File: config.mk
export PLATFORM = sky130hd
export DESIGN_NAME = dual_slot_serdes
export DESIGN_NICKNAME = d
export VERILOG_FILES = /design/src/rtl/serdes_pkg.sv /design/src/rtl/slot_timer.sv /design/src/rtl/serdes_ctrl.sv /design/src/rtl/serdes_datapath.sv /design/src/rtl/dual_slot_serdes.sv
export SDC_FILE = /design/constraint.sdc
export NUM_CORES = 1
export LEC_CHECK = 0
export ABC_AREA = 0
export BUFFER_PORTS_ARGS = -buffer_cell sky130_fd_sc_hd__buf_4
export CAP_MARGIN = 20
export CORE_ASPECT_RATIO = 0.7
export CORE_MARGIN = 3
export CORE_UTILIZATION = 55
export DETAILED_ROUTE_END_ITERATION = 10
export PLACE_DENSITY = 0.8
export SLEW_MARGIN = 5
export SYNTH_ARGS = -nofsm -noshare
export SYNTH_HDL_FRONTEND = slang
export SYNTH_SLANG_ARGS = --single-unit
File: constraint.sdc
create_clock -name clk -period 9.5 [get_ports clk]
set_clock_uncertainty 0.05 [all_clocks]
set_input_delay 1.425 -clock clk [delete_from_list [all_inputs] [get_ports clk]]
set_output_delay 1.425 -clock clk [all_outputs]
set_load 0.01 [all_outputs]
File: src/rtl/serdes_pkg.sv
package serdes_pkg;
  localparam int WORD_W = 32;
  localparam int HALF_W = WORD_W / 2;
  localparam int POS_W  = 10;
  localparam int CODE_W = 4;
  localparam int CNT_W  = $clog2(WORD_W) + 1;
  localparam int NCH    = 2;
  localparam int EXT_BIT = HALF_W - 1;
  localparam int EN_BIT  = HALF_W - 2;
  localparam int POS_LSB = CODE_W;
  localparam int BASE_W  = 8;
  localparam int EXT_ADD = 16;

  typedef struct packed {
    logic [NCH-1:0] txLoad;
    logic [NCH-1:0] txShift;
    logic [NCH-1:0] txLast;
    logic [NCH-1:0] rxFirst;
    logic [NCH-1:0] rxShift;
    logic [NCH-1:0] rxDone;
    logic           txPopNow;
    logic           txUseHeld;
    logic           txPacked;
    logic           rxPushNow;
    logic           rxPacked;
    logic           rxLowUsed;
    logic [NCH-1:0][CNT_W-1:0] txWidth;
  } strobes_t;

  function automatic logic [CNT_W-1:0] chanWidth(input logic ext, input logic [CODE_W-1:0] code);
    logic [CNT_W:0] raw;
    raw = (CNT_W+1)'(BASE_W) + (CNT_W+1)'(code) + (ext ? (CNT_W+1)'(EXT_ADD) : '0);
    if (raw > (CNT_W+1)'(WORD_W)) return CNT_W'(WORD_W);
    return raw[CNT_W-1:0];
  endfunction
endpackage

File: src/rtl/slot_timer.sv
module slot_timer
  import serdes_pkg::*;
(
  input  logic              clk,
  input  logic              rstN,
  input  logic              tick,
  input  logic [POS_W-1:0]  bitPos,
  input  logic [HALF_W-1:0] field,
  output logic              enabled,
  output logic              start,
  output logic              step,
  output logic              last
);
  logic [CNT_W-1:0] width;
  logic [CNT_W-1:0] remain;
  logic [POS_W-1:0] startPos;

  assign enabled  = field[EN_BIT];
  assign startPos = field[POS_LSB +: POS_W];
  assign width    = chanWidth(field[EXT_BIT], field[CODE_W-1:0]);

  assign start = tick && enabled && (bitPos == startPos);
  assign step  = tick && !start && (remain != '0);
  assign last  = step && (remain == CNT_W'(1));

  always_ff @(posedge clk) begin
    if (!rstN) begin
      remain <= '0;
    end else if (start) begin
      remain <= width - CNT_W'(1);
    end else if (step) begin
      remain <= remain - CNT_W'(1);
    end
  end
endmodule

File: src/rtl/serdes_ctrl.sv
module serdes_ctrl
  import serdes_pkg::*;
(
  input  logic              clk,
  input  logic              rstN,
  input  logic              tick,
  input  logic [POS_W-1:0]  bitPos,
  input  logic [WORD_W-1:0] txCfg,
  input  logic [WORD_W-1:0] rxCfg,
  input  logic              txPacked,
  input  logic              rxPacked,
  output strobes_t          stb
);
  logic [NCH-1:0] txEn, txStart, txStep, txEnd;
  logic [NCH-1:0] rxEn, rxStart, rxStep, rxEnd;
  logic [NCH-1:0][CNT_W-1:0] txW;

  for (genvar c = 0; c < NCH; c++) begin : g_chan
    localparam int TOP = WORD_W - 1 - c * HALF_W;
    logic [HALF_W-1:0] txField, rxField;
    assign txField = txCfg[TOP -: HALF_W];
    assign rxField = rxCfg[TOP -: HALF_W];
    assign txW[c]  = chanWidth(txField[EXT_BIT], txField[CODE_W-1:0]);

    slot_timer u_txTimer (
      .clk(clk), .rstN(rstN), .tick(tick), .bitPos(bitPos), .field(txField),
      .enabled(txEn[c]), .start(txStart[c]), .step(txStep[c]), .last(txEnd[c])
    );
    slot_timer u_rxTimer (
      .clk(clk), .rstN(rstN), .tick(tick), .bitPos(bitPos), .field(rxField),
      .enabled(rxEn[c]), .start(rxStart[c]), .step(rxStep[c]), .last(rxEnd[c])
    );
  end

  always_comb begin
    stb           = '0;
    stb.txLoad    = txStart;
    stb.txShift   = txStep;
    stb.txLast    = txEnd;
    stb.rxFirst   = rxStart;
    stb.rxShift   = rxStep;
    stb.rxDone    = rxEnd;
    stb.txWidth   = txW;
    stb.txPacked  = txPacked;
    stb.rxPacked  = rxPacked;
    stb.txUseHeld = txPacked && txEn[0];
    stb.txPopNow  = txStart[0] || (txStart[1] && !(txPacked && txEn[0]));
    stb.rxLowUsed = rxPacked && rxEn[0];
    stb.rxPushNow = rxEnd[1] || (rxEnd[0] && !(rxPacked && rxEn[1]));
  end
endmodule

File: src/rtl/serdes_datapath.sv
module serdes_datapath
  import serdes_pkg::*;
(
  input  logic              clk,
  input  logic              rstN,
  input  logic              tick,
  input  strobes_t          stb,
  input  logic [WORD_W-1:0] txWord,
  input  logic              txValid,
  input  logic              rxIn,
  input  logic              rxFull,
  output logic              txPop,
  output logic              txUnderrun,
  output logic              txOut,
  output logic [WORD_W-1:0] rxWord,
  output logic              rxPush,
  output logic              rxOverrun
);
  logic [WORD_W-1:0] fetched;
  logic [HALF_W-1:0] heldHi, loHeld;
  logic [NCH-1:0][WORD_W-1:0] samp, full;
  logic [NCH-1:0] drive;
  logic [WORD_W-1:0] pushData;

  assign fetched = txValid ? txWord : '0;
  assign samp[0] = stb.txPacked ? {{HALF_W{1'b0}}, fetched[HALF_W-1:0]} : fetched;
  assign samp[1] = stb.txUseHeld ? {{HALF_W{1'b0}}, heldHi}
                 : stb.txPacked  ? {{HALF_W{1'b0}}, fetched[WORD_W-1:HALF_W]} : fetched;

  for (genvar c = 0; c < NCH; c++) begin : g_lane
    logic [WORD_W-1:0] shReg, loadVal;
    logic [WORD_W-2:0] acc;
    logic bitNow;

    assign loadVal  = samp[c] << ((CNT_W+1)'(WORD_W) - {1'b0, stb.txWidth[c]});
    assign bitNow   = stb.txLoad[c] ? loadVal[WORD_W-1] : shReg[WORD_W-1];
    assign drive[c] = (stb.txLoad[c] || stb.txShift[c]) && bitNow;
    assign full[c]  = {acc, rxIn};

    always_ff @(posedge clk) begin
      if (!rstN) begin
        shReg <= '0;
        acc   <= '0;
      end else begin
        if (stb.txLoad[c])       shReg <= loadVal << 1;
        else if (stb.txLast[c])  shReg <= '0;
        else if (stb.txShift[c]) shReg <= shReg << 1;
        if (stb.rxFirst[c])      acc <= {{(WORD_W-2){1'b0}}, rxIn};
        else if (stb.rxShift[c]) acc <= full[c][WORD_W-2:0];
      end
    end
  end

  always_comb begin
    if (stb.rxPacked) begin
      if (stb.rxDone[1])
        pushData = {full[1][HALF_W-1:0], stb.rxLowUsed ? loHeld : {HALF_W{1'b0}}};
      else
        pushData = {{HALF_W{1'b0}}, full[0][HALF_W-1:0]};
    end else begin
      pushData = stb.rxDone[0] ? full[0] : full[1];
    end
  end

  assign txPop = stb.txPopNow && txValid;

  always_ff @(posedge clk) begin
    if (!rstN) begin
      txOut      <= 1'b0;
      txUnderrun <= 1'b0;
      heldHi     <= '0;
      loHeld     <= '0;
      rxWord     <= '0;
      rxPush     <= 1'b0;
      rxOverrun  <= 1'b0;
    end else begin
      if (tick) txOut <= |drive;
      txUnderrun <= stb.txPopNow && !txValid;
      if (stb.txLoad[0] && stb.txPacked) heldHi <= fetched[WORD_W-1:HALF_W];
      if (stb.rxDone[0]) loHeld <= full[0][HALF_W-1:0];
      if (stb.rxPushNow) rxWord <= pushData;
      rxPush    <= stb.rxPushNow && !rxFull;
      rxOverrun <= stb.rxPushNow && rxFull;
    end
  end
endmodule

File: src/rtl/dual_slot_serdes.sv
module dual_slot_serdes
  import serdes_pkg::*;
(
  input  logic              clk,
  input  logic              rstN,
  input  logic              bitTick,
  input  logic [POS_W-1:0]  bitPos,
  input  logic [WORD_W-1:0] txCfg,
  input  logic [WORD_W-1:0] rxCfg,
  input  logic              txPacked,
  input  logic              rxPacked,
  input  logic [WORD_W-1:0] txWord,
  input  logic              txValid,
  output logic              txPop,
  output logic              txUnderrun,
  output logic              txOut,
  input  logic              rxIn,
  output logic [WORD_W-1:0] rxWord,
  output logic              rxPush,
  input  logic              rxFull,
  output logic              rxOverrun
);
  strobes_t stb;

  serdes_ctrl u_ctrl (
    .clk(clk), .rstN(rstN), .tick(bitTick), .bitPos(bitPos),
    .txCfg(txCfg), .rxCfg(rxCfg), .txPacked(txPacked), .rxPacked(rxPacked),
    .stb(stb)
  );

  serdes_datapath u_dp (
    .clk(clk), .rstN(rstN), .tick(bitTick), .stb(stb),
    .txWord(txWord), .txValid(txValid), .rxIn(rxIn), .rxFull(rxFull),
    .txPop(txPop), .txUnderrun(txUnderrun), .txOut(txOut),
    .rxWord(rxWord), .rxPush(rxPush), .rxOverrun(rxOverrun)
  );
endmodule

==> results of run 1 <==
-- synthesized netlist by cell type (all sizes together), types with 18 or more instances --
cell     number  area (sq um)
nand2       320          1200
dfxtp       216          4320
a21oi       195           976
clkbuf      122           462
o21ai        92           460
nor2         75           282
mux2i        68           681
nor3         57           295
xor2         50           438
nand3        47           235
mux4         42           961
a221oi       29           254
a211oi       28           210
xnor2        28           245
buf          27           161
ha           25           313
nor4         25           156
a31oi        23           144
a2bb2oi      22           193
nand4        22           138
o22ai        19           119
nand2b       18           113
o221ai       18           158
-- per-layer routing --
layer / vias to the layer above / GRT usage [%]
met2: 869 / 48.9
met5: - / 0
met3: 145 / 8.22
met4: 2 / 9.60
met1: 6905 / 49.2
li1: 6635 / -
-- stage by stage --
| step | setup WS (ps) | total power, W | instances |
|---|---|---|---|
| 2_1_floorplan | 4770 | 0.00208 | 1768 |
| 3_3_place_gp | 3540 | 0.00242 | 2118 |
| 3_5_place_dp | 3430 | 0.00245 | 2120 |
| 4_1_cts | 3960 | 0.00335 | 2161 |
| 5_1_grt | 3620 | 0.00358 | 2166 |
| 6_report | 3900 | 0.00341 | 2166 |
-- area by class of cell --
type	count	area [sq um]	share of cell area [%]
timing repair buffer	181	1420	8.82
tap	325	407	2.52
inverter	14	52.6	0.326
clock buffer	29	618	3.84
clock inverter	12	128	0.792
sequential	216	4320	26.8
multi-input combinational	1389	9170	56.9
-- registers in the layout, summed over array words and instances (netlist names) --
register / count
u_dp.g_lane.acc: 62
u_dp.g_lane.shReg: 62
u_dp.rxWord: 32
u_dp.heldHi: 16
u_dp.loHeld: 16
u_ctrl.g_chan.u_rxTimer.remain: 12
u_ctrl.g_chan.u_txTimer.remain: 12
u_dp.rxOverrun: 1
u_dp.rxPush: 1
u_dp.txOut: 1
u_dp.txUnderrun: 1
-- cell families (layout without fill, tap and decap cells) --
logic type,Yosys count,in the layout
mux,124,124
xor+xnor,78,78
compound gates,523,523
fa+ha+maj,25,25
simple gates,639,639
buf+inv,163,236
flops,216,216
-- path summary, 6_finish.rpt --
check,from,endpoint,slack [ps],depth (start not counted)
worst max-delay path,txCfg[3],u_dp.g_lane[1].shReg[29],3900,12
worst min-delay path,u_dp.heldHi[13],u_dp.heldHi[13],400,2
worst max register to register,u_ctrl.g_chan[1].u_rxTimer.remain[0],u_dp.rxWord[4],6070,9
worst min register to register,u_dp.heldHi[13],u_dp.heldHi[13],400,2
-- cell usage in the layout (no fill, tap or decap), drive strengths merged, types with 8 or more instances in the layout --
master / instances
nand3b: 14
clkbuf: 29
o221ai: 18
nor3: 57
o211a: 8
inv: 17
ha: 25
a31oi: 23
nor2: 75
mux2i: 68
nand2b: 18
o21ai: 92
o22ai: 19
xor2: 50
mux2: 14
a211oi: 28
and2: 10
o211ai: 14
a21oi: 195
nor2b: 9
a2bb2oi: 22
dfxtp: 216
nand4: 22
a221oi: 29
nand2: 320
nand3: 47
nor4: 25
xnor2: 28
mux4: 42
and3: 14
a31o: 10
buf: 181
-- power by group --
part / internal [W] / switching, W / total (W)
logic: 0.000515 / 0.000802 / 0.00132
clock network: 0.000519 / 0.000389 / 0.000908
registers: 0.00107 / 0.000114 / 0.00118
total: 0.00210 / 0.00130 / 0.00341
-- worst max-delay path, stage by stage --
cell     delay (ps)
buf_4           130
ha_1            310
nor2b_2         150
buf_4           380
inv_1           520
ha_1            460
buf_4           250
inv_1           610
mux4_2          620
mux4_2          500
or4_1           420
a31oi_1         180
==> results.yml, run 1 <==
outcome:
  outcome: "complete, no violations"
route:
  drc_errors: 0
  viasPerCell: 6.72
  wl_met2_microns: 20200
  wire_per_inst_microns: 22.4
  drtAntennaViolNets: 0
  drt_wl_total_microns: 48500
  met3WireLength_microns: 5750
  drtIter0Drc: 2048
  via_count: 14556
  dr.pass1.iters: 7
  top_layer_used: "met5"
  wl_met1_microns: 20900
floorplan:
  core_area_sq_um: 24900
  die_x_microns: 198
  die-height_microns: 140
  ios: 151
  rows: 48
  die_area_sq_um: 27700
  initial_core_util_pct: 56.7
grt:
  globalRouteOverflowTotal: 0
  grt_usage_pct: 33.5
  grt_pass1_vias: 13483
  antenna_found_initial: 1
  grt_start_max_net_pins: 67
  grt_pass1_wl_microns: 75000
clock_network:
  cts-hold-fix-buffers: 0
  cts_made_buffers: 23
  cts_num_sinks: 216
  clock_latency_ps: 520
  tritoncts: "built"
  clockBufferDepth: 3
  cts_root_buffer: "clkbuf_16"
  postCtsResizedCells: 0
  htree_levels: 1
  post_cts_buffers: 0
  path_clk_slew_ps: 70
worst_setup_path:
  endpoint_kind: "flop"
  crit_type: "in -> reg"
  start_kind: "primary input"
  crit_required_ps: 9890
  cp_max_fo: 30
  crit_arrival_ps: 5990
timing:
  setup_violations: 0
  finalMaxSlewViolations: 0
  worst_slew_pin_slew_ps: 1040
  tns_ps: 0
  hold_ws_ps: 403
  timing.final.crit_share_pct: 58.9
  fmax_mhz: 179
  rsz0062_at_grt: "no"
  hold_violations: 0
  finalCriticalPeriod_ps: 5600
  maxSlewHeadroom_pct: 30.0
logic_synthesis:
  postSynthCellCount: 1768
  synth_edf_count: 0
  synthXorXnorAreaFrac_pct: 4.84
  ys_warn_count: 0
  synth_fa_ha_area_share_pct: 2.22
  yosys.area_share.simple_pct: 21.1
  synth_fp_nets: 1907
  synthFlopType: "dfxtp_1"
  synth.yosys.seq_area_share_pct: 30.6
  synth_mux_area_share_pct: 12.7
  async_flop_share_pct: 0
  ys_types: 76
  synth-compound-area-share_pct: 23.7
  avgSynthCellArea_sq_um: 7.99
  synth.ff_latch_count: 216
  syn_area_sq_um: 14100
  synth_top_family_by_area: "compound AO/OA/AOI/OAI gates"
power:
  power_density_nw_per_um2: 211
  ir_drop_mv: 0.171
  p_leak_nw: 5.91
finish:
  drive_above_1_share_pct: 16.2
  fin_nets: 1964
  final_core_util_pct: 64.7
  synthToLayoutAreaGrowth_pct: 14.1
  n_fill_cell: 2135
  fin_area_sq_um: 16100
  antennaDiodeCount: 0
placement:
  io_buffers: 150
  place.gp.congestion: 1.01
  hpwl_microns: 34400
  place_area_sq_um: 15300
job:
  cap_violations: 0
hold_path:
  hold_class: "reg -> reg"
Power figures use the tool's default switching activity.
==> inputs of run 2 (changes only) <==
--- a/config.mk
+++ b/config.mk
@@ -5,14 +5,14 @@
 export SDC_FILE = /design/constraint.sdc
 export NUM_CORES = 1
 export LEC_CHECK = 0
-export ABC_AREA = 0
+export ABC_AREA = 1
 export BUFFER_PORTS_ARGS = -buffer_cell sky130_fd_sc_hd__buf_4
 export CAP_MARGIN = 20
 export CORE_ASPECT_RATIO = 0.7
 export CORE_MARGIN = 3
 export CORE_UTILIZATION = 55
 export DETAILED_ROUTE_END_ITERATION = 10
-export PLACE_DENSITY = 0.8
+export PLACE_DENSITY = 0.83
 export SLEW_MARGIN = 5
 export SYNTH_ARGS = -nofsm -noshare
 export SYNTH_HDL_FRONTEND = slang
==> constraint.sdc (replaced) <==
create_clock -name clk -period 4.59 [get_ports clk]
set_clock_uncertainty 0.05 [all_clocks]
set_input_delay 0.6885 -clock clk [delete_from_list [all_inputs] [get_ports clk]]
set_output_delay 0.6885 -clock clk [all_outputs]
set_load 0.01 [all_outputs]
==> run 2 against run 1 <==
Combinational power up 140%; via count up 12%; final area up 2.5%; flip-flop and latch count unchanged; global-route usage down 0.82 points; total power up 130%; sequential share of layout area down 0.67 points; final cell count up 27%; core utilization down 1.1 points; register-to-register slack worse by 4500 ps; critical endpoint is now u_dp.g_lane[1].shReg[28]; largest cell class unchanged; largest power group unchanged; highest routed layer unchanged.
==> results.yml, run 2 <==
clock_network:
  cts_made_buffers: 23
  cts-hold-fix-buffers: 0
  post_cts_buffers: 0
  postCtsResizedCells: 0
  path_clk_slew_ps: 70
  cts_root_buffer: "clkbuf_16"
  cts_num_sinks: 216
  htree_levels: 1
  tritoncts: "built"
  clock_latency_ps: 520
  clockBufferDepth: 3
finish:
  layout_commonest_cell: "nand2_1"
  final_core_util_pct: 63.6
  fin_nets: 2504
  n_fill_cell: 2471
  largestRegisters: "u_dp.g_lane.acc: 62 flops, u_dp.g_lane.shReg: 62 flops, u_dp.rxWord: 32 flops"
  multiInputGateArea_sq_um: 8950
  seqCellArea_sq_um: 4320
  layout_common_cells: "nand2_1, nand3_1, o21ai_0"
  synthToLayoutAreaGrowth_pct: 12.4
  drive_above_1_share_pct: 12.0
route:
  dr.pass1.iters: 7
  via_count: 16361
  drtAntennaViolNets: 0
  viasPerCell: 5.96
  wire_per_inst_microns: 17.9
  drc_errors: 0
  drtIter0Drc: 2149
  drt_wl_total_microns: 49200
power:
  p_leak_nw: 7.22
  finalPower_w: 0.00793
  ir_drop_mv: 0.379
  power_density_nw_per_um2: 480
floorplan:
  die-height_microns: 143
  initial_core_util_pct: 56.6
  die_x_microns: 201
  core_area_sq_um: 26000
  die_area_sq_um: 28800
  rows: 49
  ios: 151
hold_path:
  hold_class: "in -> reg"
  min_from: "rxFull"
  min_to: "u_dp.rxPush"
  whs_path_depth: 2
placement:
  preCtsSetupSlack_ps: 762
  io_buffers: 150
  place.gp.congestion: 1.04
  hpwl_microns: 35800
timing:
  maxSlewHeadroom_pct: 30.6
  hold_violations: 0
  fmax_mhz: 293
  finalCriticalPeriod_ps: 3410
  worst_slew_pin_slew_ps: 1040
  setup_violations: 0
  timing.final.crit_share_pct: 74.3
  tns_ps: 0
  finalMaxSlewViolations: 0
  rsz0062_at_grt: "no"
  setup_ws_ps: 1180
logic_synthesis:
  synthFlopType: "dfxtp_1"
  syn_area_sq_um: 14700
  synthTopCellsByCount: "nand2_1, nand3_1, o21ai_0"
  synth_fp_nets: 2462
  async_flop_share_pct: 0
  avgSynthCellArea_sq_um: 6.33
  synth_largest_area_cell: "dfxtp_1"
  synth.ff_latch_count: 216
  synth_edf_count: 0
  postSynthCellCount: 2323
  synth.yosys.seq_area_share_pct: 29.4
  ys_types: 62
  yosys.cell_count.top_type: "nand2_1"
  ys_warn_count: 0
  yosysTopAreaCellShare_pct: 29.4
  synthTopCellsByArea: "dfxtp_1, nand2_1, nand3_1"
job:
  cap_violations: 0
worst_setup_path:
  reg2reg_to: "u_dp.rxWord[6]"
  crit_required_ps: 5000
  cp_max_fo: 46
  crit_type: "in -> reg"
  r2r-start: "u_ctrl.g_chan[1].u_rxTimer.remain[0]"
  r2r_slack_ps: 1610
  start_kind: "primary input"
  crit_arrival_ps: 3810
  endpoint_kind: "flop"
  r2r_cells: 13
grt:
  antenna_found_initial: 7
  grt_start_max_net_pins: 61
  grt_pass1_wl_microns: 77200
  grt_usage_pct: 32.6
  globalRouteOverflowTotal: 0
  grt_pass1_vias: 14653
outcome:
  outcome: "complete, no violations"
==> run 2: report_power, final <==
part	internal, W	leakage (nW)	switching, W
Sequential	0.00241	1.77	0.000318
Clock	0.00120	0.399	0.000824
Combinational	0.00110	5.05	0.00208
Total	0.00471	7.22	0.00322
==> run 2: layer usage <==
metal | global-route usage (%) | vias up | part of all wire [%] | wire [microns]
met2 | 46.9 | 882 | 41 | 20100
met4 | 10.9 | 6 | 3.5 | 1720
li1 | - | 7909 | - | -
met1 | 47.3 | 7432 | 44 | 21700
met5 | 3.08 | - | 0.26 | 128
met3 | 8.36 | 132 | 11 | 5580
==> run 2: final cells by class <==
class | count | share of cell area [%]
sequential | 216 | 26.2
clock buffer | 29 | 3.80
multi-input combinational | 1774 | 54.1
antenna | 6 | 0.0908
tap | 357 | 2.70
timing repair buffer | 177 | 8.12
clock inverter | 12 | 1.05
inverter | 173 | 3.94
==> run 2: how the worst max path moves through the flow <==
stage / from / endpoint / slack, ps / depth (start not counted)
final: txCfg[3] / u_dp.g_lane[1].shReg[28] / 1180 / 15
after global routing: txCfg[3] / u_dp.g_lane[1].shReg[28] / 850 / 15
after CTS: bitPos[7] / txPop / 1220 / 10
after detailed placement: txCfg[3] / u_dp.g_lane[1].shReg[28] / 760 / 15
after global placement: txCfg[3] / u_dp.g_lane[1].shReg[28] / 770 / 15
after floorplan: txCfg[19] / u_dp.g_lane[0].shReg[29] / 1450 / 20
==> run 2: kinds of logic after synthesis <==
family	share of synthesized area, %
buffers and inverters	9.82
XOR/XNOR	2.66
AO/OA/AOI/OAI	21.0
adder cells (fa/ha/maj)	2.13
flip-flops	29.4
multiplexers	0.0681
AND/OR/NAND/NOR	35.0
==> run 2: stage by stage <==
stage | instances | hold WS (ps) | cell area (sq um)
2_1_floorplan | 2323 | 373 | 14700
3_3_place_gp | 2697 | 385 | 15700
3_5_place_dp | 2697 | 395 | 15700
4_1_cts | 2738 | 286 | 16500
5_1_grt | 2744 | 290 | 16500
6_report | 2744 | 302 | 16500
==> run 2: worst max-delay path: stages <==
cell	delay (ps)
buf_4	120
ha_1	230
nand3_2	90
nand2_2	190
nand2_4	390
ha_1	260
nand3_1	100
or2_1	230
nand2_2	110
inv_2	80
nor3_4	670
nand3_1	280
nand4_1	190
o211ai_1	100
inv_1	90
==> inputs of run 3 (changes only) <==
--- a/config.mk
+++ b/config.mk
@@ -12,7 +12,7 @@
 export CORE_MARGIN = 3
 export CORE_UTILIZATION = 55
 export DETAILED_ROUTE_END_ITERATION = 10
-export PLACE_DENSITY = 0.83
+export PLACE_DENSITY = 0.8
 export SLEW_MARGIN = 5
 export SYNTH_ARGS = -nofsm -noshare
 export SYNTH_HDL_FRONTEND = slang
==> constraint.sdc (replaced) <==
create_clock -name clk -period 3.51 [get_ports clk]
set_clock_uncertainty 0.05 [all_clocks]
set_input_delay 0.5265 -clock clk [delete_from_list [all_inputs] [get_ports clk]]
set_output_delay 0.5265 -clock clk [all_outputs]
set_load 0.01 [all_outputs]
==> run 3 against run 2 <==
Final cell count rose by 0.73%; non-clock buffer count rose by 27; worst setup slack lost 620 ps; die area unchanged; clock power grew 32%; combinational power increased by 35%; first-iteration DRC count is 4.0% higher; final area rose by 1.7%; highest routed layer is now met4; largest power group unchanged; register-to-register slack got worse by 850 ps; sequential share of layout area is 0.43 points lower; via count grew 0.29%; core utilization rose by 1.1 points.
==> results.yml, run 3 (synthesized netlist as in run 2, its figures left out) <==
finish:
  fin_nets: 2530
  final_core_util_pct: 64.6
  seqCellArea_sq_um: 4320
  largestRegisters: "u_dp.g_lane.acc: 62 flops, u_dp.g_lane.shReg: 62 flops, u_dp.rxWord: 32 flops"
  multiInputGateArea_sq_um: 8950
  stdcell_count: 2764
  antennaDiodeCount: 0
  fin_area_sq_um: 16800
  drive_above_1_share_pct: 13.0
  layout_common_cells: "nand2_1, nand3_1, o21ai_0"
  n_fill_cell: 2453
  layout_commonest_cell: "nand2_1"
  synthToLayoutAreaGrowth_pct: 14.3
clock_network:
  cts_num_sinks: 216
  clockBufferDepth: 3
  htree_levels: 1
  postCtsResizedCells: 0
  path_clk_slew_ps: 70
  tritoncts: "built"
  cts-hold-fix-buffers: 0
  cts_made_buffers: 22
  post_cts_buffers: 0
  cts_root_buffer: "clkbuf_16"
  clock_latency_ps: 510
worst_setup_path:
  crit_required_ps: 2930
  endpoint_kind: "primary output"
  crit_type: "in -> out"
  r2r-start: "u_ctrl.g_chan[1].u_rxTimer.remain[0]"
  startpoint: "bitPos[7]"
  crit_arrival_ps: 2370
  r2r_slack_ps: 760
  reg2reg_to: "u_dp.rxWord[3]"
  r2r_cells: 13
  start_kind: "primary input"
  endpoint: "txPop"
  cp_max_fo: 15
placement:
  place.gp.congestion: 1.03
  dp.cells: 2723
  place_area_sq_um: 16000
  io_buffers: 150
  hpwl_microns: 35600
hold_path:
  hold_class: "in -> reg"
grt:
  grt_pass1_wl_microns: 77100
  grt_start_max_net_pins: 80
  grt_pass1_vias: 14628
  grt_usage_pct: 32.4
  antenna_found_initial: 0
  globalRouteOverflowTotal: 0
timing:
  timing.final.crit_share_pct: 83.9
  maxSlewHeadroom_pct: 61.5
  tns_ps: 0
  finalCriticalPeriod_ps: 2940
  hold_violations: 0
  rsz0062_at_grt: "no"
  finalMaxSlewViolations: 0
  setup_violations: 0
  fmax_mhz: 340
  worst_slew_pin_slew_ps: 572
floorplan:
  core_area_sq_um: 26000
  die_x_microns: 201
  rows: 49
  die-height_microns: 143
  initial_core_util_pct: 56.6
  die_area_sq_um: 28800
  ios: 151
outcome:
  outcome: "complete, no violations"
route:
  via_count: 16409
  dr.pass1.iters: 6
  drtAntennaViolNets: 0
  viasPerCell: 5.94
  wire_per_inst_microns: 17.5
  drt_wl_total_microns: 48500
  drtIter0Drc: 2236
  drc_errors: 0
power:
  p_leak_nw: 7.38
  power_density_nw_per_um2: 627
  p_comb_share_pct: 40.8
  clkPwrFrac_pct: 25.3
  swShare_pct: 40.4
  p_int_w: 0.00628
  p_sw_w: 0.00426
  seqPwrFrac_pct: 33.9
  ir_drop_mv: 0.410
job:
  cap_violations: 0
[run 3: cell types whose count changed in the layout (fill, tap and decap cells not counted)]
cell,before,now
bufinv_16,4,5
diode_2,6,0
buf_12,1,5
buf_4,176,198
buf_16,0,1
clkinvlp_4,0,2
clkbuf_1,3,1
clkbuf_8,3,1
inv_6,1,3
clkinv_2,5,3
[run 3: worst min path at each step]
stage / start / to / slack (ps) / depth (start not counted)
6_report: rxFull / u_dp.rxPush / 140 / 2
3_3_place_gp: u_ctrl.g_chan[1].u_rxTimer.remain[5] / u_ctrl.g_chan[1].u_rxTimer.remain[5] / 390 / 1
4_1_cts: rxFull / u_dp.rxPush / 130 / 2
5_1_grt: rxFull / u_dp.rxPush / 130 / 2
2_1_floorplan: u_ctrl.g_chan[1].u_rxTimer.remain[5] / u_ctrl.g_chan[1].u_rxTimer.remain[5] / 370 / 1
3_5_place_dp: u_dp.rxWord[11] / u_dp.rxWord[11] / 390 / 2
[run 3: critical path, cell delays in order]
cell     delay [ps]
buf_4           120
inv_1           190
or2_2           170
nand2_1          50
nor3_1          260
nand3_2         450
o21ai_0         300
inv_1            80
nor2_1           90
buf_4           120
[run 3: power by group through the flow]
| stage | Clock [W] | Combinational, W | Sequential, W |
|---|---|---|---|
| after global placement | 0 | 0.00403 | 0.00356 |
| after floorplan | 0 | 0.00300 | 0.00352 |
| after CTS | 0.00269 | 0.00420 | 0.00355 |
| final | 0.00267 | 0.00430 | 0.00357 |
| after detailed placement | 0 | 0.00414 | 0.00359 |
| after global routing | 0.00279 | 0.00480 | 0.00364 |
[run 3: layer usage]
metal	global-route usage (%)	vias up	routed length (microns)
met3	6.02	55	4990
met4	5.54	0	738
met5	0	-	0
met1	49.3	7603	22500
li1	-	7937	-
met2	48.3	814	20300
[run 3: area by class of cell]
type                    instances  share of cell area, %
multi-input cells            1774                   53.2
clock inverters                15                   1.35
flip-flops and latches        216                   25.7
well taps                     357                   2.66
repair buffers                204                   9.61
inverters                     173                   3.88
clock buffers                  25                   3.53
[run 3: stage by stage]
step                      power, W  setup slack, ps  hold WS (ps)
final                       0.0105              566           142
after global routing        0.0112              439           130
after floorplan            0.00652              536           373
after global placement     0.00760              252           389
after CTS                   0.0104              626           131
after detailed placement   0.00773              225           395
